### src/rtl/hd_tx_defer.sv
module hd_tx_defer #(
  parameter int IPG_W     = 8,
  parameter int DEFER_BT  = 60,
  parameter int COMMIT_BT = 36,
  parameter int JAM_BT    = 32,
  parameter int SLOT_BT   = 512,
  parameter int BO_CAP    = 10,
  parameter int RETRY_W   = 4,
  parameter logic [15:0] LFSR_SEED = 16'hACE1
) (
  input  logic               clk,
  input  logic               rst_n,
  input  logic               bit_en,
  input  logic               frame_rdy,
  input  logic               frame_end,
  input  logic [IPG_W-1:0]   ipg_bt,
  input  logic [RETRY_W-1:0] retry_max,
  input  logic               crs,
  input  logic               col,
  output logic               tx_en,
  output logic               tx_jam,
  output logic               tx_done,
  output logic               tx_err
);

  localparam int CNT_W = $clog2(SLOT_BT + DEFER_BT + COMMIT_BT + JAM_BT + (1 << IPG_W)) + 1;
  localparam int ATT_W = RETRY_W + 1;

  typedef enum logic [2:0] {S_IDLE, S_DEFER, S_COMMIT, S_XMIT, S_JAM, S_BOFF, S_GAP} st_t;

  st_t               st;
  logic [CNT_W-1:0]  cnt;
  logic [ATT_W-1:0]  att;
  logic [BO_CAP-1:0] slots;
  logic [BO_CAP-1:0] bo_mask;
  logic [BO_CAP-1:0] bo_pick;
  logic [15:0]       lfsr;
  logic              crs_seen;
  logic              gap_last;
  logic              over_limit;

  always_comb
    for (int i = 0; i < BO_CAP; i++)
      bo_mask[i] = (int'(att) > i);

  assign bo_pick    = lfsr[BO_CAP-1:0] & bo_mask;
  assign gap_last   = (cnt + CNT_W'(1)) >= CNT_W'(ipg_bt);
  assign over_limit = att > ATT_W'(retry_max);
  assign tx_en      = (st == S_XMIT) || (st == S_JAM);
  assign tx_jam     = (st == S_JAM);

  always_ff @(posedge clk) begin
    if (!rst_n) begin
      st       <= S_IDLE;
      cnt      <= '0;
      att      <= '0;
      slots    <= '0;
      crs_seen <= 1'b0;
      tx_done  <= 1'b0;
      tx_err   <= 1'b0;
      lfsr     <= LFSR_SEED;
    end else begin
      lfsr    <= {lfsr[14:0], lfsr[15] ^ lfsr[13] ^ lfsr[12] ^ lfsr[10]};
      tx_done <= 1'b0;
      tx_err  <= 1'b0;
      if (bit_en) begin
        case (st)
          S_IDLE:
            if (frame_rdy) begin
              st  <= S_DEFER;
              cnt <= '0;
            end
          S_DEFER:
            if (crs) cnt <= '0;
            else if (cnt == CNT_W'(DEFER_BT - 1)) begin
              st  <= S_COMMIT;
              cnt <= '0;
            end else cnt <= cnt + CNT_W'(1);
          S_COMMIT:
            if (cnt == CNT_W'(COMMIT_BT - 1)) begin
              st  <= S_XMIT;
              cnt <= '0;
            end else cnt <= cnt + CNT_W'(1);
          S_XMIT:
            if (col) begin
              st  <= S_JAM;
              cnt <= '0;
              att <= att + ATT_W'(1);
            end else if (frame_end) begin
              st       <= S_GAP;
              cnt      <= '0;
              att      <= '0;
              crs_seen <= 1'b0;
              tx_done  <= 1'b1;
            end
          S_JAM:
            if (cnt == CNT_W'(JAM_BT - 1)) begin
              cnt <= '0;
              if (over_limit) begin
                st       <= S_GAP;
                att      <= '0;
                crs_seen <= 1'b0;
                tx_err   <= 1'b1;
              end else if (bo_pick == '0) begin
                st <= S_DEFER;
              end else begin
                st    <= S_BOFF;
                slots <= bo_pick;
              end
            end else cnt <= cnt + CNT_W'(1);
          S_BOFF:
            if (cnt == CNT_W'(SLOT_BT - 1)) begin
              cnt <= '0;
              if (slots == BO_CAP'(1)) st <= S_DEFER;
              else slots <= slots - BO_CAP'(1);
            end else cnt <= cnt + CNT_W'(1);
          S_GAP: begin
            crs_seen <= crs_seen | crs;
            if (gap_last) begin
              cnt <= '0;
              if (!frame_rdy)           st <= S_IDLE;
              else if (crs_seen || crs) st <= S_DEFER;
              else                      st <= S_XMIT;
            end else cnt <= cnt + CNT_W'(1);
          end
          default: st <= S_IDLE;
        endcase
      end
    end
  end

endmodule


### config.mk
export PLATFORM = sky130hd
export DESIGN_NAME = hd_tx_defer
export DESIGN_NICKNAME = d
export VERILOG_FILES = /design/src/rtl/hd_tx_defer.sv
export SDC_FILE = /design/constraint.sdc
export NUM_CORES = 1
export LEC_CHECK = 0
export BUFFER_PORTS_ARGS = -buffer_cell sky130_fd_sc_hd__buf_2
export CAP_MARGIN = 20
export CORE_ASPECT_RATIO = 0.75
export CORE_MARGIN = 2
export CORE_UTILIZATION = 50
export CTS_CLUSTER_SIZE = 20
export DETAILED_ROUTE_END_ITERATION = 8
export GPL_TIMING_DRIVEN = 1
export PLACE_DENSITY = 0.68
export SLEW_MARGIN = 20
export SYNTH_ARGS = -nofsm -noshare
export SYNTH_HDL_FRONTEND = slang
export SYNTH_SLANG_ARGS = --single-unit
### constraint.sdc
create_clock -name clk -period 5.4 [get_ports clk]
set_input_delay 1.08 -clock clk [delete_from_list [all_inputs] [get_ports clk]]
set_output_delay 1.08 -clock clk [all_outputs]
set_load 0.02 [all_outputs]
Word level (Yosys, flattened, before mapping)
Cells that the tools add are included.

Register bits after elaboration: 48. Input bits: 19. Output and inout bits: 4. Word-level logic and storage cells: 115.

Equality and inequality tests: 26. Add/sub/neg operators: 3. Bitwise logic cells: 8. Reduce and logical (&&, ||, !) cells: 15. Order comparisons: 12. Multiplexer cells: 43.

Operators by type and width (number): $mux 11 (9); $pmux 11 s7 (1); $mux 10 (5); $mux 3 (12); $ne 2x2->1 const B (12); $eq 11x6->1 const B (2); $pmux 3 s7 (1); $gt 5x3->1 const B (4); $mux 5 (4); $pmux 10 s2 (1); $add 11x1->11 const B (1); $eq 11x5->1 const B (1); $eq 11x9->1 const B (1); $ge 11x8->1 (1); $and 10x10->10 (1); $eq 10x1->1 const B (1); $gt 5x1->1 const B (2); $gt 5x2->1 const B (2); $gt 5x4->1 const B (2); $logic_not 10->1 (1); $pmux 5 s2 (1); $reduce_and 10->1 (1); $sub 10x1->10 const B (1); $eq 3x3->1 const B (3); other kinds (22) (37).

Longest topological paths before layout
Gate-level depths: netlist of run 1.

Depth in word-level cells: 7. Gate-level depth with buffers: 11. Gate-level depth less buffers: 10.

Least setup slack after synthesis of run 1
Ideal clock, no wire load.

Kind: input to register. From: input ipg_bt[0]. To: register cnt[10]. Stages: 7. Setup slack: 2.668 ns. Buffers on the path: 0. Arrival time: 2.653 ns. Setup time: 0.079 ns. Required time: 5.321 ns. Cells stage by stage: ha_1 > nand2b_1 > a211oi_1 > o21ai_0 > a221oi_2 > o21ai_0 > o211ai_1.

Longest elaborated chain between the ends: 3.

Ends and longest elaborated chain: start: declaration (line 16) `input logic [IPG_W-1:0] ipg_bt,`; $ge 11x8->1 (line 47) `assign gap_last = (cnt + CNT_W'(1)) >= CNT_W'(ipg_bt);`; $mux 11 (line 119) `if (gap_last) begin`; $pmux 11 s7 (line 67) `case (st)`; end signal: assignment (line 78) `end else cnt <= cnt + CNT_W'(1);`; end signal: assignment (line 116) `end else cnt <= cnt + CNT_W'(1);`; end signal: assignment (line 124) `end else cnt <= cnt + CNT_W'(1);`; end: declaration (line 32) `logic [CNT_W-1:0] cnt;`.

Every way passes these cells. A chain may end at the register's enable or synchronous reset.

Final worst setup path of run 1
From: register cnt[0]. To: register cnt[10].

Longest elaborated chain between the ends: 4. Elaborated cells between the ends (all ways): 13. Classes of those cells: 1 x add/sub; 1 x order compare; 4 x eq/ne; 7 x mux.

Ends and longest elaborated chain: start signal: assignment (line 78); start signal: assignment (line 83) `end else cnt <= cnt + CNT_W'(1);`; start signal: assignment (line 110) `end else cnt <= cnt + CNT_W'(1);`; $add 11x1->11 / $eq 11x6->1 (equally long branches); $ge 11x8->1 / $mux 11 (equally long branches) (line 47, 75); $mux 11 (on tied branches) (line 119, 74); $pmux 11 s7 (*) (line 67).

Mark *: on every way between the ends. The rest lies on a longest branch, timed or not.

==> impl_metrics.json, run 1 <==
{
  "status": "complete, no violations",
  "wl_mm": 7.893,
  "crit_fanout": 8,
  "clockBufferDepth": 2,
  "areaGrowthSynthToFinish_pct": 7.140,
  "grt_max_degree": 32,
  "cp_data_arrival_time_ps": 3330,
  "hold_viol": 0,
  "skew_ps": 11.91,
  "cts_setup_buffers": 0,
  "slew_viol_final": 0,
  "period_share_pct": 57.58,
  "max_freq_mhz": 321.6,
  "clk_pin_slew_worst_paths_ps": 90,
  "cts_resized": 0,
  "path_delay_family": "compound AO/OA/AOI/OAI gates",
  "synth_edf_count": 0,
  "cts_tree": "yes",
  "rsz0062_at_grt": "false",
  "final_nets": 455,
  "setup_viol": 0,
  "dieHeight_um": 72.98,
  "drtIter0Drc": 335,
  "yosys_warnings": 0,
  "cts_root_buffer": "clkbuf_8",
  "core_um2": 6225,
  "antenna_found_initial": 0,
  "antenna_cells": 0,
  "placed_cell_area_um2": 3301,
  "maxCapViolCount": 0,
  "fillCellCount": 617,
  "placedCellCount": 491,
  "synth-seq-cells": 48,
  "htree_levels": 2,
  "synth-seq-area-share_pct": 30.30,
  "drive_gt1_share_pct": 10.77,
  "grt_util_all_layers_pct": 23.55,
  "tightest_slew_ps": 553.0,
  "pin_count": 23,
  "start_kind": "register",
  "cts_inserted_buffers": 5,
  "syn_inst": 409,
  "die_w_um": 95.97,
  "io_buffers": 22,
  "routedWlPerCell_um": 15.82,
  "layout_commonest_cell": "dfxtp_1",
  "insertion_delay_ps": 310,
  "grt_pass1_vias": 2535,
  "yosysUniqueCellTypes": 59,
  "crit_path_end_kind": "register",
  "leakagePower_uw": 0.001437,
  "synthFlopType": "dfxtp_1",
  "final_cell_mix": "dfxtp_1, nand2_1, inv_1, o21ai_0",
  "start_util_pct": 50.95,
  "power.density_nw_per_um2": 206.1,
  "route.vias.total": 3025,
  "critical_path_buf_inv_count": 0,
  "worstSetupPathType": "register to register",
  "drcViolationCount": 0,
  "min_path_type": "register to register",
  "slowest_stage": "a221oi_2",
  "crit_chain": "ha_1 -> nand4_1 -> nor2_1 -> xor2_1 -> ha_1 -> a21oi_1 -> o21ai_0 -> a221oi_2 -> o21ai_0 -> o211ai_1",
  "min_period_ps": 3109,
  "synth_nets": 447,
  "final_cell_area_um2": 3398,
  "viasPerCell": 6.062,
  "cpPeakStageDelay_ps": 480,
  "detail-route-antenna-nets": 0,
  "worstPathRequired_ps": 5620,
  "synth.avg_cell_area_um2": 7.755,
  "grt_pass1_wl_mm": 12.85,
  "rows": 25,
  "dieArea_um2": 7003,
  "ys_async_sr_fraction_pct": 0,
  "cts.sinks": 48,
  "dr.pass1.iters": 5,
  "hold_buffers": 0,
  "overflow": 0,
  "slew_headroom_pct": 62.82,
  "syn_area_um2": 3172,
  "tns_ps": 0,
  "dp_hpwl_mm": 5.853,
  "gp_congestion": 0.8843,
  "ir_drop_mv": 0.1022,
  "seqCellArea_um2": 960.9,
  "final_cells": 499,
  "multi_input_area_um2": 2012,
  "fin_util_pct": 54.59
}
## worst paths after layout
kind | start | endpoint | slack [ps] | cells past startpoint
worst max-delay path | cnt[0]$_SDFFE_PN0P_ | cnt[10]$_SDFFE_PN0P_ | 2290 | 10
worst min-delay path | lfsr[14]$_SDFF_PN0_ | lfsr[15]$_SDFF_PN1_ | 440 | 1
worst max register to register | cnt[0]$_SDFFE_PN0P_ | cnt[10]$_SDFFE_PN0P_ | 2290 | 10
worst min register to register | lfsr[14]$_SDFF_PN0_ | lfsr[15]$_SDFF_PN1_ | 440 | 1
## kinds of logic (layout without fill, tap and decap cells)
family,after synthesis,count (layout),synth area share [%]
AND/OR/NAND/NOR,165,165,27.97
AO/OA/AOI/OAI,108,108,22.84
buffers and inverters,51,60,6.272
flip-flops,48,48,30.30
adder cells (fa/ha/maj),19,19,7.495
XOR/XNOR,14,14,3.866
multiplexers,4,4,1.262
## report_power, final
group | internal, µW | total (µW) | switching (µW) | leakage [µW]
registers | 365 | 381 | 16.3 | 0.000391
clock network | 104 | 232 | 128 | 0.0000434
logic | 35.9 | 87.1 | 51.2 | 0.00100
total | 505 | 700 | 195 | 0.00144
## synth_stat cells (3+ instances only)
| master | number | area share, % |
|---|---|---|
| clkbuf_1 | 18 | 2.1 |
| o31ai_1 | 3 | 0.71 |
| nor2_1 | 21 | 2.5 |
| a31oi_1 | 4 | 0.79 |
| o21ai_0 | 27 | 4.3 |
| nor2b_1 | 3 | 0.59 |
| nand3_1 | 21 | 3.3 |
| buf_2 | 3 | 0.47 |
| a211oi_1 | 4 | 0.95 |
| nand2b_1 | 10 | 2.0 |
| or3_1 | 5 | 0.99 |
| o2111ai_1 | 4 | 1.1 |
| o221ai_1 | 3 | 0.83 |
| and3_1 | 7 | 1.4 |
| o21a_1 | 3 | 0.71 |
| mux2i_1 | 4 | 1.3 |
| inv_1 | 29 | 3.4 |
| nand3b_1 | 5 | 1.2 |
| xor2_1 | 8 | 2.2 |
| nor4_1 | 5 | 0.99 |
| a21oi_1 | 22 | 3.5 |
| and2_1 | 10 | 2.0 |
| xnor2_1 | 6 | 1.7 |
| dfxtp_1 | 48 | 30 |
| and3b_1 | 3 | 0.83 |
| o22ai_1 | 7 | 1.4 |
| or2_2 | 4 | 0.79 |
| nor3_1 | 14 | 2.2 |
| ha_1 | 19 | 7.5 |
| o211ai_1 | 10 | 2.4 |
| nand2_1 | 44 | 5.2 |
## per-layer routing
layer	track usage [%]	up-vias	routed length, µm
li1	-	1486	-
met1	40.32	1408	4174
met2	30.07	127	3032
met3	3.202	4	649
met4	4.921	0	36
met5	0	-	0
## final cells by class
cell class / count / area share (%)
well taps: 81 / 2.982
repair buffers: 23 / 3.461
inverters: 29 / 3.203
clock inverters: 2 / 0.4418
flip-flops and latches: 48 / 28.28
clock buffers: 6 / 2.430
multi-input cells: 310 / 59.20
## state kept, by name, indices dropped and copies added (netlist names)
signal and cells:
att 5, cnt 11, crs_seen 1, lfsr 16
slots 10, st 3, tx_done 1, tx_err 1
## per-stage QoR
stage	hold slack, ps	power, µW	worst slack (ps)
after floorplan	386.3	446.4	2668
after CTS	437.5	703.3	2309
after global placement	391.3	471.6	2342
after global routing	449.9	728.0	1971
after detailed placement	398.4	473.4	2258
final	436.8	700.3	2291
No activity file was read; power rests on OpenSTA's default activity.
==> run 2, diff against run 1 <==
==> constraint.sdc (replaced) <==
create_clock -name clk -period 3.17 [get_ports clk]
set_input_delay 0.634 -clock clk [delete_from_list [all_inputs] [get_ports clk]]
set_output_delay 0.634 -clock clk [all_outputs]
set_load 0.02 [all_outputs]
==> impl_metrics.json, run 2 (synthesized netlist as in run 1, its figures left out) <==
{
  "cts_setup_buffers": 0,
  "leakagePower_uw": 0.001469,
  "cp_data_arrival_time_ps": 3060,
  "slew_headroom_pct": 63.53,
  "tightest_slew_ps": 543.3,
  "reg_top3": "lfsr x16, cnt x11, slots x10",
  "ir_drop_mv": 0.2763,
  "grt_pass1_vias": 2555,
  "rrSetupSlack_ps": 330,
  "hold_viol": 0,
  "overflow": 0,
  "drcViolationCount": 0,
  "seq_power_share_pct": 49.7,
  "wl_mm": 7.797,
  "drive_gt1_share_pct": 11.43,
  "io_buffers": 22,
  "die_w_um": 95.97,
  "largest-register": "lfsr",
  "rsz0062_at_grt": "false",
  "crit_path_end_kind": "register",
  "p_int_uw": 994.5,
  "worstSetupPathType": "register to register",
  "tns_ps": 0,
  "slew_viol_final": 0,
  "insertion_delay_ps": 290,
  "largest_reg_flops": 16,
  "final_cell_area_um2": 3455,
  "antenna_cells": 0,
  "min_path_type": "register to register",
  "timing.rr.end": "st[1]$_SDFFE_PN0P_",
  "fillCellCount": 584,
  "areaGrowthSynthToFinish_pct": 8.915,
  "viasPerCell": 6.010,
  "worstPathRequired_ps": 3390,
  "pin_count": 23,
  "max_freq_mhz": 352.6,
  "power.density_nw_per_um2": 378.7,
  "critical_path_depth": 10,
  "rows": 25,
  "status": "complete, no violations",
  "grt_util_all_layers_pct": 23.21,
  "clk_pin_slew_worst_paths_ps": 80,
  "skew_ps": 7.256,
  "dp_hpwl_mm": 5.954,
  "dieHeight_um": 72.98,
  "r2r-start": "cnt[0]$_SDFFE_PN0P_",
  "grt_max_degree": 31,
  "crit_fanout": 6,
  "critical_path_buf_inv_count": 0,
  "final_nets": 458,
  "crit_start": "cnt[0]$_SDFFE_PN0P_",
  "route.vias.total": 3011,
  "core_um2": 6225,
  "min_period_ps": 2836,
  "setup_viol": 0,
  "routedWlPerCell_um": 15.56,
  "antenna_found_initial": 0,
  "cpPeakStageDelay_ps": 430,
  "detail-route-antenna-nets": 0,
  "grt_pass1_wl_mm": 12.74,
  "power_frac_clock_pct": 39.2,
  "endpoint": "st[1]$_SDFFE_PN0P_",
  "r2r_cells": 10,
  "clockBufferDepth": 2,
  "gp_congestion": 0.8625,
  "start_kind": "register",
  "period_share_pct": 89.46,
  "cts_tree": "yes",
  "cts_inserted_buffers": 5,
  "netSwitchingFraction_pct": 23.98,
  "start_util_pct": 50.95,
  "drtIter0Drc": 304,
  "power_switching_uw": 313.8,
  "crit_chain": "ha_2 -> nand4_1 -> nor2_1 -> xor2_1 -> ha_1 -> a21oi_1 -> o21ai_0 -> a221o_1 -> nand3_1 -> mux2i_1",
  "dieArea_um2": 7003,
  "layout_commonest_cell": "dfxtp_1",
  "path_delay_family": "compound AO/OA/AOI/OAI gates",
  "cts.sinks": 48,
  "hold_buffers": 0,
  "placed_cell_area_um2": 3323,
  "maxCapViolCount": 0,
  "cts_root_buffer": "clkbuf_8",
  "htree_levels": 2,
  "p_total_uw": 1308,
  "dr.pass1.iters": 5,
  "combPwrFrac_pct": 11.1,
  "final_cell_mix": "dfxtp_1, nand2_1, inv_1, o21ai_0",
  "slowest_stage": "dfxtp_1"
}
==> run 2: cell count changes in the layout (fill, tap and decap cells not counted) <==
cell / change
clkinvlp_4: -2
ha_1: -1
clkbuf_8: -1
bufinv_16: +2
ha_2: +1
buf_4: +3
==> run 2: repair_timing <==
item | CTS | global route
resized for setup | 0 | 1
hold endpoints to repair | 0 | 0
setup endpoints to repair | 0 | 1
==> run 2: worst min path at each step <==
stage                                to  slack, ps           startpoint  cells after the start
finish              lfsr[15]$_SDFF_PN1_        410  lfsr[14]$_SDFF_PN0_                      1
global route        lfsr[15]$_SDFF_PN1_        450  lfsr[14]$_SDFF_PN0_                      1
CTS                 lfsr[15]$_SDFF_PN1_        420  lfsr[14]$_SDFF_PN0_                      1
detailed placement  lfsr[15]$_SDFF_PN1_        400  lfsr[14]$_SDFF_PN0_                      1
global placement    lfsr[15]$_SDFF_PN1_        390  lfsr[14]$_SDFF_PN0_                      1
floorplan           lfsr[15]$_SDFF_PN1_        390  lfsr[14]$_SDFF_PN0_                      1
==> run 2: power by group through the flow <==
stage               Clock, µW  Combinational (µW)  Sequential (µW)
global route              538                 161              654
CTS                       523                 143              649
floorplan                   0                 116              644
detailed placement          0                 142              663
finish                    513                 146              650
global placement            0                 140              663
==> run 2: layer usage <==
layer / track usage (%) / part of all wire, % / vias up
li1: - / - / 1501
met2: 30.85 / 39 / 99
met1: 38.77 / 55 / 1407
met4: 3.333 / 0.37 / 0
met5: 0 / 0 / -
met3: 3.926 / 6.4 / 4
==> run 2: worst reg2reg max path, stage by stage, from the launching register on <==
cell and delay, ps:
dfxtp_1 430, ha_2 290, nand4_1 280, nor2_1 200, xor2_1 250, ha_1 290
a21oi_1 140, o21ai_0 160, a221o_1 370, nand3_1 160, mux2i_1 210
==> run 2: cell type report <==
| cell class | count | area, µm² | share of cell area (%) |
|---|---|---|---|
| Timing Repair Buffer | 26 | 140.1 | 4.056 |
| Clock buffer | 5 | 68.82 | 1.992 |
| Clock inverter | 2 | 60.06 | 1.739 |
| Tap cell | 81 | 101.3 | 2.934 |
| Multi-Input combinational cell | 310 | 2014 | 58.31 |
| Inverter | 29 | 108.9 | 3.151 |
| Sequential cell | 48 | 960.9 | 27.82 |
==> run 2: per-stage QoR <==
stage          cells  hold slack [ps]  util (%)  setup slack [ps]
6_report         501            412.5     55.50             334.2
2_1_floorplan    409            386.3         -             656.5
3_3_place_gp     494            388.6     53.39             487.7
3_5_place_dp     494            397.4     53.39             322.7
5_1_grt          501            445.9     55.50             70.80
4_1_cts          501            418.0     55.46             285.8
==> run 3, diff against run 2 <==
--- a/config.mk
+++ b/config.mk
@@ -9,11 +9,11 @@
 export CAP_MARGIN = 20
 export CORE_ASPECT_RATIO = 0.75
 export CORE_MARGIN = 2
-export CORE_UTILIZATION = 50
+export CORE_UTILIZATION = 60
 export CTS_CLUSTER_SIZE = 20
 export DETAILED_ROUTE_END_ITERATION = 8
 export GPL_TIMING_DRIVEN = 1
-export PLACE_DENSITY = 0.68
+export PLACE_DENSITY = 0.79
 export SLEW_MARGIN = 20
 export SYNTH_ARGS = -nofsm -noshare
 export SYNTH_HDL_FRONTEND = slang
==> impl_metrics.json, run 3 (synthesized netlist as in run 1, its figures left out) <==
{
  "start_kind": "register",
  "hold_viol": 0,
  "grt_pass1_wl_mm": 12.97,
  "detail-route-antenna-nets": 0,
  "worstSetupPathType": "register to register",
  "route.vias.total": 3074,
  "die_w_um": 87.96,
  "clockBufferDepth": 2,
  "busiest_layer": "met1",
  "cts_root_buffer": "clkbuf_8",
  "crit_path_end_kind": "register",
  "grt_max_degree": 31,
  "critical_path_buf_inv_count": 1,
  "largest-register": "lfsr",
  "worstPathRequired_ps": 3390,
  "dieHeight_um": 66.97,
  "final_nets": 460,
  "largest_reg_flops": 16,
  "antenna_cells": 0,
  "grt_use_met2_pct": 39.96,
  "min_path_cells": 1,
  "dp_hpwl_mm": 5.745,
  "placed_cell_area_um2": 3312,
  "final_cell_mix": "dfxtp_1, nand2_1, inv_1, o21ai_0",
  "fin_util_pct": 69.21,
  "hold_buffers": 0,
  "skew_ps": 5.569,
  "viasPerCell": 6.210,
  "rsz0062_at_grt": "false",
  "min_path_type": "register to register",
  "grt_pass1_vias": 2659,
  "tightest_slew_ps": 594.1,
  "gp_congestion": 0.9187,
  "crit_fanout": 8,
  "pin_count": 23,
  "dr.pass1.iters": 5,
  "slowest_stage": "or4_4",
  "layout_commonest_cell": "dfxtp_1",
  "hold_slack_ps": 424.8,
  "status": "complete, no violations",
  "wl_mm": 7.803,
  "leakagePower_uw": 0.001478,
  "antenna_found_initial": 0,
  "power.density_nw_per_um2": 368.0,
  "insertion_delay_ps": 310,
  "maxCapViolCount": 0,
  "grt_util_all_layers_pct": 28.55,
  "routedWlPerCell_um": 15.76,
  "min_from": "lfsr[14]$_SDFF_PN0_",
  "fillCellCount": 433,
  "rrSetupSlack_ps": 240,
  "drive_gt1_share_pct": 11.82,
  "areaGrowthSynthToFinish_pct": 8.718,
  "hold_path_end": "lfsr[15]$_SDFF_PN1_",
  "cpPeakStageDelay_ps": 550,
  "cts_resized": 0,
  "r2r_cells": 8,
  "setup_viol": 0,
  "dieArea_um2": 5890,
  "overflow": 0,
  "slew_viol_final": 0,
  "met3_usage_pct": 6.691,
  "slew_headroom_pct": 60.12,
  "drcViolationCount": 0,
  "cts_tree": "yes",
  "final_cell_area_um2": 3448,
  "drtIter0Drc": 284,
  "min_period_ps": 2927,
  "rows": 22,
  "clk_pin_slew_worst_paths_ps": 90,
  "reg_top3": "lfsr x16, cnt x11, slots x10",
  "cts.sinks": 48,
  "cts_setup_buffers": 0,
  "r2r-start": "cnt[0]$_SDFFE_PN0P_",
  "p_total_uw": 1269,
  "start_util_pct": 63.66,
  "path_delay_family": "simple AND/OR/NAND/NOR gates",
  "ir_drop_mv": 0.2580,
  "timing.rr.end": "slots[1]$_SDFFE_PN0P_",
  "tns_ps": 0,
  "htree_levels": 2,
  "cts_inserted_buffers": 5,
  "core_um2": 4982,
  "max_freq_mhz": 341.7,
  "period_share_pct": 92.33,
  "cp_data_arrival_time_ps": 3150,
  "met1_usage_pct": 43.39,
  "crit_chain": "ha_1 -> nand4_1 -> buf_4 -> or4_4 -> a21oi_2 -> and3_1 -> nand2_4 -> a221oi_2",
  "io_buffers": 22
}
[run 3: cell types whose count changed in the layout (fill, tap and decap cells not counted), sizes merged]
| cell | before | now |
|---|---|---|
| buf | 26 | 28 |
| clkbuf | 5 | 6 |
| bufinv | 2 | 1 |
| clkinv | 0 | 1 |
[run 3: worst max-delay path by stage]
stage,start,end,slack [ps],depth (start not counted)
after floorplan,cnt[0]$_SDFFE_PN0P_,cnt[10]$_SDFFE_PN0P_,660,9
after global placement,cnt[0]$_SDFFE_PN0P_,st[1]$_SDFFE_PN0P_,440,10
after detailed placement,cnt[0]$_SDFFE_PN0P_,st[1]$_SDFFE_PN0P_,350,10
after CTS,cnt[0]$_SDFFE_PN0P_,st[1]$_SDFFE_PN0P_,320,10
after global routing,cnt[0]$_SDFFE_PN0P_,st[0]$_SDFFE_PN0P_,20,10
final,cnt[0]$_SDFFE_PN0P_,slots[1]$_SDFFE_PN0P_,240,8
[run 3: worst register-to-register path: stages (launching register included)]
cell,delay (ps)
dfxtp_1,410
ha_1,340
nand4_1,250
buf_4,220
or4_4,550
a21oi_2,250
and3_1,420
nand2_4,120
a221oi_2,280
[run 3: cell type report]
type / count / area [µm²] / share of cell area, %
multi-input combinational: 310 / 2012 / 58.35
sequential: 48 / 960.9 / 27.87
timing repair buffer: 28 / 155.1 / 4.499
inverter: 29 / 108.9 / 3.157
tap: 72 / 90.09 / 2.612
clock buffer: 6 / 82.58 / 2.395
clock inverter: 2 / 38.79 / 1.125
[run 3: layer usage]
layer	share of wire (%)	wire [µm]
met3	10	818
met5	0	0
met4	0.99	77
met2	39	3052
met1	49	3854
[run 3: report_power, final]
group          switching [µW]  leakage [µW]  internal [µW]
sequential               26.8      0.000391            622
combinational            83.8       0.00103           62.0
clock                     217     0.0000614            258
[run 3: stage by stage]
stage	std cells	worst slack [ps]
5_1_grt	495	16.32
3_3_place_gp	485	443.6
4_1_cts	493	318.1
2_1_floorplan	409	656.5
6_report	495	243.0
3_5_place_dp	485	350.0
